### src/rtl/cmp_wave_chan.sv
module cmp_wave_chan #(
  parameter int W = 16
) (
  input  logic         clk,
  input  logic         rst_n,
  input  logic         cnt_tick,
  input  logic [W-1:0] cnt_val,
  input  logic         cnt_down,
  input  logic [W-1:0] top_val,
  input  logic         buf_we,
  input  logic [W-1:0] buf_wdata,
  input  logic [1:0]   cmd,
  input  logic         wave_mode,
  input  logic         flag_clr,
  input  logic         int_en,
  input  logic         evt_en,
  input  logic         wave_inv,
  output logic [W-1:0] cc_active,
  output logic [W-1:0] period,
  output logic         match_flag,
  output logic         irq,
  output logic         evt_out,
  output logic         wave_out
);
  localparam logic [1:0] CMD_FORCE = 2'b11;

  logic [W-1:0] cc_q, buf_q;
  logic         flag_q, evt_q, wave_q;
  logic         match, upd, force_cmd;

  assign period    = wave_mode ? cc_q : top_val;
  assign match     = cnt_tick && (cnt_val == cc_q);
  assign upd       = cnt_tick && (cnt_down ? (cnt_val == '0) : (cnt_val == period));
  assign force_cmd = (cmd == CMD_FORCE);

  always_ff @(posedge clk) begin
    if (!rst_n) begin
      cc_q   <= '0;
      buf_q  <= '0;
      flag_q <= 1'b0;
      evt_q  <= 1'b0;
      wave_q <= 1'b0;
    end else begin
      if (buf_we) buf_q <= buf_wdata;
      if (upd || force_cmd) cc_q <= buf_q;
      if (match) flag_q <= 1'b1;
      else if (flag_clr) flag_q <= 1'b0;
      evt_q <= match && evt_en;
      if (match) wave_q <= ~wave_q;
    end
  end

  assign cc_active  = cc_q;
  assign match_flag = flag_q;
  assign irq        = flag_q && int_en;
  assign evt_out    = evt_q;
  assign wave_out   = wave_q ^ wave_inv;

  a_r2_active_holds: assert property (@(posedge clk) disable iff (!rst_n)
    !(upd || force_cmd) |=> $stable(cc_q));
  a_r3_force_copies: assert property (@(posedge clk) disable iff (!rst_n)
    force_cmd |=> cc_q == $past(buf_q));
  a_r6_flag_on_match: assert property (@(posedge clk) disable iff (!rst_n)
    match |=> match_flag);
  a_r7_clear_works: assert property (@(posedge clk) disable iff (!rst_n)
    (flag_clr && !match) |=> !match_flag);
  a_r8_evt_gated: assert property (@(posedge clk) disable iff (!rst_n)
    !evt_en |=> !evt_out);
  a_r9_wave_toggles: assert property (@(posedge clk) disable iff (!rst_n)
    match |=> wave_q != $past(wave_q));
endmodule

### config.mk
export PLATFORM = sky130hd
export DESIGN_NAME = cmp_wave_chan
export DESIGN_NICKNAME = d
export VERILOG_FILES = /design/src/rtl/cmp_wave_chan.sv
export SDC_FILE = /design/constraint.sdc
export NUM_CORES = 1
export LEC_CHECK = 0
export BUFFER_PORTS_ARGS = -buffer_cell sky130_fd_sc_hd__buf_4
export CAP_MARGIN = 20
export CORE_ASPECT_RATIO = 0.6
export CORE_MARGIN = 2
export CORE_UTILIZATION = 49
export CTS_CLUSTER_DIAMETER = 120
export DETAILED_ROUTE_END_ITERATION = 12
export GPL_TIMING_DRIVEN = 0
export PLACE_DENSITY = 0.84
export SYNTH_ARGS = -nofsm -noshare
export SYNTH_HDL_FRONTEND = slang
export SYNTH_SLANG_ARGS = --single-unit
### constraint.sdc
create_clock -name clk -period 5.41 [get_ports clk]
set_input_delay 0.8115 -clock clk [delete_from_list [all_inputs] [get_ports clk]]
set_output_delay 0.8115 -clock clk [all_outputs]
set_load 0.02 [all_outputs]
==> results of run 1 <==
-- worst paths after layout --
kind | from | endpoint | slack, ns | cells past startpoint
hold reg to reg | buf_q[11]$_SDFFE_PN0P_ | cc_active[11]$_SDFFE_PN0P_ | 0.46 | 2
hold / removal | buf_q[11]$_SDFFE_PN0P_ | cc_active[11]$_SDFFE_PN0P_ | 0.46 | 2
setup reg to reg | cc_active[14]$_SDFFE_PN0P_ | cc_active[6]$_SDFFE_PN0P_ | 3.35 | 7
setup / recovery | wave_mode | period[3] | 2.93 | 4
-- final cells by class --
cell class	instances	area (um2)
inverter	1	3.75
sequential	35	701
clock buffer	6	82.6
fill	314	1150
tap	50	62.6
timing repair buffer	93	698
multi-input combinational	158	1250
clock inverter	2	16.3
buffer	10	60.1
-- stage by stage --
stage / hold WS, ns / cell area [um2] / cells / total power, mW / utilization
6_report: 0.464 / 2880 / 355 / 0.629 / 0.714
5_1_grt: 0.473 / 2880 / 355 / 0.662 / 0.714
4_1_cts: 0.468 / 2880 / 355 / 0.633 / 0.714
3_5_place_dp: 0.454 / 2780 / 347 / 0.432 / 0.689
3_3_place_gp: 0.447 / 2780 / 347 / 0.429 / 0.689
2_1_floorplan: 0.434 / 2020 / 204 / 0.363 / -
-- layout by cell type, fill, tap and decap left out, types with 2 or more instances in the layout --
cell	count
sky130_fd_sc_hd__buf_4	93
sky130_fd_sc_hd__nand2_1	36
sky130_fd_sc_hd__dfxtp_1	35
sky130_fd_sc_hd__mux2i_1	32
sky130_fd_sc_hd__xnor2_1	22
sky130_fd_sc_hd__nor2b_1	17
sky130_fd_sc_hd__xor2_1	11
sky130_fd_sc_hd__mux2_4	10
sky130_fd_sc_hd__clkbuf_1	7
sky130_fd_sc_hd__mux2_2	6
sky130_fd_sc_hd__nand4_1	6
sky130_fd_sc_hd__clkbuf_8	6
sky130_fd_sc_hd__nor4_1	4
sky130_fd_sc_hd__buf_6	3
sky130_fd_sc_hd__and2_1	2
sky130_fd_sc_hd__nor2_1	2
-- registers in the layout, summed over array words and instances, names as in the netlist --
name	cells
cc_active	16
evt_out	1
wave_q	1
match_flag	1
buf_q	16
-- metal layers --
metal / vias up / GRT usage / share of wire
li1: 889 / - / -
met1: 847 / 0.298 / 0.46
met2: 69 / 0.375 / 0.44
met3: 8 / 0.0905 / 0.084
met4: 0 / 0.0521 / 0.011
met5: - / 0 / 0
-- worst max-delay path: stages --
cell,delay (ns)
sky130_fd_sc_hd__buf_6,0.12
sky130_fd_sc_hd__buf_6,0.19
sky130_fd_sc_hd__mux2_2,0.38
sky130_fd_sc_hd__buf_4,0.16
-- logic make-up (layout without fill, tap and decap cells) --
family / count (synthesis) / count (layout) / synth area share
buffers and inverters: 11 / 112 / 0.0316
XOR/XNOR: 33 / 33 / 0.143
flip-flops: 35 / 35 / 0.347
AND/OR/NAND/NOR: 74 / 74 / 0.195
multiplexers: 48 / 48 / 0.267
AO/OA/AOI/OAI: 3 / 3 / 0.0167
-- power by group --
| group | leakage (nW) | switching, mW | total [mW] | internal (mW) |
|---|---|---|---|---|
| registers | 0.286 | 0.00865 | 0.276 | 0.268 |
| clock network | 0.0474 | 0.0991 | 0.203 | 0.104 |
| logic | 1.03 | 0.0680 | 0.150 | 0.0816 |
| total | 1.36 | 0.176 | 0.629 | 0.453 |
==> results_dict.tcl, run 1 <==
set metrics [dict create \
    timing.clock.skew_ns 0.00756 \
    boundaryPins 96 \
    hold_viol 0 \
    cts_inserted_buffers 5 \
    area_enclosed_by_the_die_boundary_um2 4660 \
    worstSetupPathType "primary input to primary output" \
    count_of_flip_flops_with_a_built_in_enable_after_synthesis 0 \
    cts_setup_buffers 0 \
    maximum_number_of_pins_on_one_net_before_global_route_repair 13 \
    wl_per_cell_um 15.0 \
    setup_viol_count_final 0 \
    gp_routability_congestion 0.831 \
    clkTransAtPathRegs_ns 0.07 \
    drv_cap 0 \
    ctsHtreeMaxLevel 2 \
    floorplan.initialDensity 0.501 \
    detailed_place_hpwl_um 4380 \
    design.core.area_um2 4030 \
    detailed_route_wl_um 5330 \
    clock_latency_at_the_later_pin_of_the_worst_skew_pair_ns 0.29 \
    grt_pass1_wl_um 8080 \
    hold_path_class "flop to flop" \
    clock_root_buffer_master "sky130_fd_sc_hd__clkbuf_8" \
    post_synthesis_instance_area_um2 2020 \
    placement.setup.worst_slack_ns 2.68 \
    num_rows 18 \
    slew-limit-headroom 0.512 \
    cp.required_ns 4.60 \
    grt_setup_unrepaired "false" \
    grt_overflow 0 \
    syn-instance-count 204 \
    port_buffers 93 \
    detail_route.drc_violations 0 \
    kind_of_start_point_of_the_critical_path "primary input" \
    biggest_fanout_along_the_worst_timing_path 10 \
    final.period_utilization 0.458 \
    final.setup.tns_ns 0 \
    vias 1813 \
    run_status "completed" \
    area.growth.synth_to_final_pct 42.6 \
    die_x_um 86.9 \
    postSynth.topFlopCell "sky130_fd_sc_hd__dfxtp_1" \
    drive_above_1_share 0.410 \
    postCtsHoldBufs 0 \
    post_cts_resize_count 0 \
    n_antenna_cell 0 \
    synth.distinct_cells 25 \
    yosys.area.top_type "sky130_fd_sc_hd__dfxtp_1" \
    critPathCaptureType "primary output" \
    synth-async-reset-ratio 0 \
    die_height_um 53.7 \
    fin_nets 364 \
    maxSlewViolCount 0 \
    vias_per_cell 5.11 \
    drt_first_pass_iters 4 \
    mappedNetlistNets 264 \
    yosysTopAreaCellShare 0.347 \
    ys.warnings.count 0 \
    fin_crit_ns 2.48 \
    numClockSinks 35 \
    grt_pass1_vias 1711 \
    vdd_drop_max_v 0.000185 \
    detailedRoute.firstIterationViolations 51 \
    power_density_nw_per_um2 219 \
    grt_antenna_before_repair 0 \
    setup_ws_ns 2.93 \
    critPathArrivalTime_ns 1.67 \
    cts_tree "yes" \
    postSynthAreaPerCell_um2 9.89 \
    synth.most_common_cell "sky130_fd_sc_hd__nand2_1" \
    antenna_violating_nets_post_route 0 \
    clock.fmax_ghz 0.403 \
    power_leakage_nw 1.36 \
    groute.usage.overall 0.233 \
    synthTopCellsByArea "sky130_fd_sc_hd__dfxtp_1, sky130_fd_sc_hd__mux2i_1, sky130_fd_sc_hd__xnor2_1" \
    post_synthesis_sequential_area_ratio 0.347 \
    worst-slew-pin-transition_ns 0.732 \
    synth.ff_latch_count 35 \
    commonest_cells_in_the_synthesized_netlist "sky130_fd_sc_hd__nand2_1, sky130_fd_sc_hd__dfxtp_1, sky130_fd_sc_hd__mux2i_1, sky130_fd_sc_hd__xnor2_1, sky130_fd_sc_hd__nor2b_1" \
    clockBufferDepth 2 \
]
Note: power is estimated with default switching activity, not from simulation.
==> run 2, diff against run 1 <==
--- a/config.mk
+++ b/config.mk
@@ -9,11 +9,11 @@
 export CAP_MARGIN = 20
 export CORE_ASPECT_RATIO = 0.6
 export CORE_MARGIN = 2
-export CORE_UTILIZATION = 49
+export CORE_UTILIZATION = 46
 export CTS_CLUSTER_DIAMETER = 120
 export DETAILED_ROUTE_END_ITERATION = 12
 export GPL_TIMING_DRIVEN = 0
-export PLACE_DENSITY = 0.84
+export PLACE_DENSITY = 0.79
 export SYNTH_ARGS = -nofsm -noshare
 export SYNTH_HDL_FRONTEND = slang
 export SYNTH_SLANG_ARGS = --single-unit
==> constraint.sdc (replaced) <==
create_clock -name clk -period 2.3 [get_ports clk]
set_input_delay 0.345 -clock clk [delete_from_list [all_inputs] [get_ports clk]]
set_output_delay 0.345 -clock clk [all_outputs]
set_load 0.02 [all_outputs]
==> results_dict.tcl, run 2 (same netlist as run 1, synthesis figures left out) <==
set metrics [dict create \
    run_status "completed" \
    grt_pass1_wl_um 8750 \
    holdWs_ns 0.286 \
    worst_hold_path.num_cells 2 \
    fin_crit_ns 2.15 \
    drive_above_1_share 0.407 \
    dr_wl_met3_um 453 \
    setup.reg_to_reg.worst_slack_ns 0.15 \
    vias 1818 \
    met1_length_um 2780 \
    highest-signal-layer "met4" \
    power.internal_mw 1.10 \
    numClockSinks 35 \
    kind_of_start_point_of_the_critical_path "flop" \
    vias_per_cell 4.98 \
    port_buffers 93 \
    cp_slowest_stage_delay_ns 0.41 \
    maxSlewViolCount 0 \
    cts_tree "yes" \
    hold_path.startpoint "evt_en" \
    wl_met2_um 2330 \
    hold_path_class "primary input to flop" \
    design.core.area_um2 4170 \
    biggest_fanout_along_the_worst_timing_path 10 \
    num_rows 18 \
    n_antenna_cell 0 \
    layout_commonest_cell "sky130_fd_sc_hd__buf_4" \
    combinationalPowerShare 0.237 \
    most-common-layout-cells "sky130_fd_sc_hd__buf_4, sky130_fd_sc_hd__nand2_1, sky130_fd_sc_hd__dfxtp_1, sky130_fd_sc_hd__mux2i_1, sky130_fd_sc_hd__xnor2_1" \
    p_clk_frac 0.331 \
    clock.fmax_ghz 0.466 \
    grt_setup_unrepaired "false" \
    antenna_violating_nets_post_route 0 \
    cp.buffers_inverters 1 \
    detail_route.drc_violations 0 \
    maximum_number_of_pins_on_one_net_before_global_route_repair 11 \
    groute.usage.overall 0.229 \
    grt_pass1_vias 1712 \
    detailed_route_wl_um 5590 \
    slew-limit-headroom 0.539 \
    gp_routability_congestion 0.829 \
    power_frac_seq 0.432 \
    final.period_utilization 0.934 \
    grt_overflow 0 \
    clock_latency_at_the_later_pin_of_the_worst_skew_pair_ns 0.29 \
    critPathArrivalTime_ns 2.32 \
    clock_root_buffer_master "sky130_fd_sc_hd__clkbuf_8" \
    cts_inserted_buffers 5 \
    r2r.worst_path.cells 7 \
    worst-slew-pin-transition_ns 0.685 \
    ctsHtreeMaxLevel 2 \
    power_density_nw_per_um2 518 \
    die_height_um 55.3 \
    worstSetupPathType "flop to flop" \
    timing.critical_path.cells "mux2_4, xnor2_1, nand4_1, nor4b_4, a31oi_4, buf_6, mux2i_1" \
    detailed_place_hpwl_um 4500 \
    vdd_drop_max_v 0.000339 \
    wl_per_cell_um 15.3 \
    postCtsHoldBufs 0 \
    terminus_of_the_critical_flop_to_flop_path "cc_active[9]$_SDFFE_PN0P_" \
    boundaryPins 96 \
    setup_viol_count_final 0 \
    clockBufferDepth 2 \
    hold_viol 0 \
    critPathSlowestCell "sky130_fd_sc_hd__nor4b_4" \
    grt_antenna_before_repair 0 \
    utilization_after_layout 0.696 \
    detailedRoute.firstIterationViolations 55 \
    drt_first_pass_iters 4 \
    drv_cap 0 \
    area.growth.synth_to_final_pct 43.7 \
    floorplan.initialDensity 0.484 \
    die_x_um 89.5 \
    timing.clock.skew_ns 0.00649 \
    cp_top_family "simple AND/OR/NAND/NOR gates" \
    power.switching_mw 0.406 \
    fin_nets 364 \
    clkTransAtPathRegs_ns 0.07 \
    switching_share_of_power 0.270 \
    power_leakage_nw 1.37 \
    critPathCaptureType "flop" \
    r2r_start "cc_active[5]$_SDFFE_PN0P_" \
    cp.required_ns 2.47 \
    area_enclosed_by_the_die_boundary_um2 4950 \
    hold-path-endpoint "evt_out$_SDFF_PN0_" \
]
[run 2: layer usage]
| metal | global-route usage | vias up |
|---|---|---|
| li1 | - | 888 |
| met1 | 0.352 | 857 |
| met2 | 0.329 | 68 |
| met3 | 0.0688 | 5 |
| met4 | 0.0192 | 0 |
| met5 | 0 | - |
[run 2: worst max-delay path by stage]
stage	from	to	slack, ns	cells after the start
6_report	cc_active[5]$_SDFFE_PN0P_	cc_active[9]$_SDFFE_PN0P_	0.15	7
5_1_grt	cc_active[5]$_SDFFE_PN0P_	cc_active[9]$_SDFFE_PN0P_	0.02	7
4_1_cts	cc_active[5]$_SDFFE_PN0P_	cc_active[9]$_SDFFE_PN0P_	0.11	7
3_5_place_dp	wave_mode	cc_active[10]$_SDFFE_PN0P_	-0.03	8
3_3_place_gp	wave_mode	cc_active[13]$_SDFFE_PN0P_	0.01	8
2_1_floorplan	wave_mode	cc_active[0]$_SDFFE_PN0P_	0.24	8
[run 2: metrics by stage]
stage,total power [mW],instance area [um2],setup slack [ns],std cells,TNS (ns)
2_1_floorplan,0.854,2020,0.240,204,0
3_3_place_gp,1.01,2790,0.0113,357,0
3_5_place_dp,1.01,2790,-0.0276,357,-0.240
4_1_cts,1.50,2890,0.106,365,0
5_1_grt,1.56,2900,0.0185,365,0
6_report,1.50,2900,0.152,365,0
[run 2: what timing repair did]
action | in CTS | in global routing
resized for setup | 0 | 1
buffers inserted | 0 | 0
setup endpoints to repair | 0 | 10
[run 2: final cells by class]
type / count / area (um2)
Inverter: 1 / 3.75
Sequential cell: 35 / 701
Clock buffer: 8 / 100
Tap cell: 60 / 75.1
Timing Repair Buffer: 93 / 698
Multi-Input combinational cell: 158 / 1260
Fill cell: 338 / 1270
Buffer: 10 / 60.1
[run 2: power by group through the flow]
| stage | combinational [mW] | clock [mW] | sequential (mW) |
|---|---|---|---|
| 2_1_floorplan | 0.189 | 0 | 0.665 |
| 3_3_place_gp | 0.348 | 0 | 0.662 |
| 3_5_place_dp | 0.352 | 0 | 0.663 |
| 4_1_cts | 0.354 | 0.495 | 0.649 |
| 5_1_grt | 0.382 | 0.529 | 0.652 |
| 6_report | 0.355 | 0.497 | 0.649 |
==> run 3, diff against run 2 <==
--- a/config.mk
+++ b/config.mk
@@ -7,12 +7,10 @@
 export LEC_CHECK = 0
 export BUFFER_PORTS_ARGS = -buffer_cell sky130_fd_sc_hd__buf_4
 export CAP_MARGIN = 20
-export CORE_ASPECT_RATIO = 0.6
 export CORE_MARGIN = 2
 export CORE_UTILIZATION = 46
 export CTS_CLUSTER_DIAMETER = 120
 export DETAILED_ROUTE_END_ITERATION = 12
-export GPL_TIMING_DRIVEN = 0
 export PLACE_DENSITY = 0.79
 export SYNTH_ARGS = -nofsm -noshare
 export SYNTH_HDL_FRONTEND = slang
==> results_dict.tcl, run 3 (same netlist as run 1, synthesis figures left out) <==
set metrics [dict create \
    gp_routability_congestion 0.896 \
    cts_tree "yes" \
    timing.critical_path.cells "buf_4, mux2_4, xnor2_1, nand4_1, nor4b_2, a31oi_4, mux2i_1" \
    boundaryPins 96 \
    most-common-layout-cells "sky130_fd_sc_hd__buf_4, sky130_fd_sc_hd__nand2_1, sky130_fd_sc_hd__dfxtp_1, sky130_fd_sc_hd__mux2i_1, sky130_fd_sc_hd__xnor2_1" \
    switching_share_of_power 0.246 \
    vdd_drop_max_v 0.000391 \
    design.core.area_um2 4290 \
    grt_overflow 0 \
    cp_slowest_stage_delay_ns 0.39 \
    fin_nets 359 \
    hold_path.startpoint "evt_en" \
    clock.fmax_ghz 0.497 \
    postCtsHoldBufs 0 \
    die_x_um 70.2 \
    clockBufferDepth 2 \
    critPathCaptureType "flop" \
    vias_per_cell 5.01 \
    clock_root_buffer_master "sky130_fd_sc_hd__clkbuf_8" \
    floorplan.initialDensity 0.470 \
    vias 1762 \
    detailed_place_hpwl_um 4040 \
    drive_above_1_share 0.423 \
    groute.usage.overall 0.201 \
    clkTransAtPathRegs_ns 0.07 \
    cp.required_ns 2.44 \
    run_status "completed" \
    port_buffers 95 \
    setup_viol_count_final 0 \
    timing.clock.skew_ns 0.00400 \
    grt_pass1_vias 1699 \
    hold_viol 0 \
    p_clk_frac 0.359 \
    post-layout-total-power_mw 1.55 \
    critPathArrivalTime_ns 2.15 \
    power.internal_mw 1.17 \
    power_frac_seq 0.418 \
    grt_setup_unrepaired "false" \
    power_density_nw_per_um2 539 \
    hold-path-endpoint "evt_out$_SDFF_PN0_" \
    r2r.worst_path.cells 6 \
    worst-slew-pin-transition_ns 0.710 \
    worstSetupPathType "primary input to flop" \
    fin_crit_ns 2.01 \
    layout_commonest_cell "sky130_fd_sc_hd__buf_4" \
    placed_cells_incl_taps 344 \
    detailed_route_wl_um 4990 \
    final.period_utilization 0.875 \
    biggest_fanout_along_the_worst_timing_path 16 \
    terminus_of_the_critical_flop_to_flop_path "cc_active[1]$_SDFFE_PN0P_" \
    wl_per_cell_um 14.2 \
    grt_antenna_before_repair 0 \
    antenna_violating_nets_post_route 0 \
    detail_route.drc_violations 0 \
    stdcell_count 352 \
    setup.reg_to_reg.worst_slack_ns 0.29 \
    numClockSinks 35 \
    area_enclosed_by_the_die_boundary_um2 4930 \
    maximum_number_of_pins_on_one_net_before_global_route_repair 52 \
    n_antenna_cell 0 \
    num_rows 24 \
    critPathSlowestCell "sky130_fd_sc_hd__nor4b_2" \
    power_leakage_nw 1.37 \
    detailedRoute.firstIterationViolations 85 \
    drt_first_pass_iters 4 \
    cts_setup_buffers 0 \
    post_cts_resize_count 0 \
    hold_path_class "primary input to flop" \
    area.growth.synth_to_final_pct 42.5 \
    die_height_um 70.2 \
    ctsHtreeMaxLevel 2 \
    r2r_start "cc_active[5]$_SDFFE_PN0P_" \
    maxSlewViolCount 0 \
    slew-limit-headroom 0.527 \
    cts_inserted_buffers 5 \
    power.switching_mw 0.382 \
    grt_pass1_wl_um 7960 \
    worst_hold_path.num_cells 2 \
    clock_latency_at_the_later_pin_of_the_worst_skew_pair_ns 0.28 \
    drv_cap 0 \
    kind_of_start_point_of_the_critical_path "primary input" \
    combinationalPowerShare 0.222 \
]
## run 3: area by class of cell
| type | count | area (um2) |
|---|---|---|
| well taps | 52 | 65.1 |
| clock inverters | 2 | 35.0 |
| repair buffers | 98 | 736 |
| flip-flops and latches | 35 | 701 |
| fillers | 365 | 1420 |
| inverters | 1 | 3.75 |
| clock buffers | 6 | 82.6 |
| multi-input cells | 158 | 1250 |
## run 3: layer usage
layer / vias to the layer above / global-route usage / wire, um
li1: 879 / - / -
met1: 809 / 0.246 / 2110
met2: 66 / 0.340 / 2420
met3: 8 / 0.0462 / 364
met4: 0 / 0.0769 / 95
met5: - / 0 / 0
## run 3: metrics by stage
stage,cell area [um2],hold WS (ns),setup WS (ns),setup TNS (ns),utilization
finish,2880,0.292,0.286,0,0.670
CTS,2880,0.286,0.283,0,0.670
global route,2880,0.295,0.179,0,0.670
floorplan,2020,0.434,0.240,0,-
detailed placement,2760,0.454,-0.0184,-0.186,0.642
global placement,2760,0.443,0.0114,0,0.642
## run 3: how the worst max path moves through the flow
stage                    from                          to  slack [ns]  cells past startpoint
floorplan           wave_mode   cc_active[0]$_SDFFE_PN0P_        0.24                      8
global route        wave_mode  cc_active[11]$_SDFFE_PN0P_        0.18                      7
detailed placement  wave_mode   cc_active[6]$_SDFFE_PN0P_       -0.02                      7
CTS                 wave_mode   cc_active[1]$_SDFFE_PN0P_        0.28                      7
global placement    wave_mode   cc_active[8]$_SDFFE_PN0P_        0.01                      7
finish              wave_mode   cc_active[1]$_SDFFE_PN0P_        0.29                      7
## run 3: power groups by stage
stage	clock, mW	combinational, mW	sequential (mW)
after detailed placement	0	0.347	0.662
final	0.557	0.345	0.648
after floorplan	0	0.189	0.665
after CTS	0.571	0.347	0.648
after global routing	0.600	0.370	0.651
after global placement	0	0.342	0.661
## run 3: critical path: cells and delay by family
kind / cells / cell delay (ns)
and+or+nand+nor: 2 / 0.50
AOI/OAI and AO/OA: 1 / 0.35
xor gates and xnor gates: 1 / 0.15
muxes: 2 / 0.54
buffers and inverters: 1 / 0.25
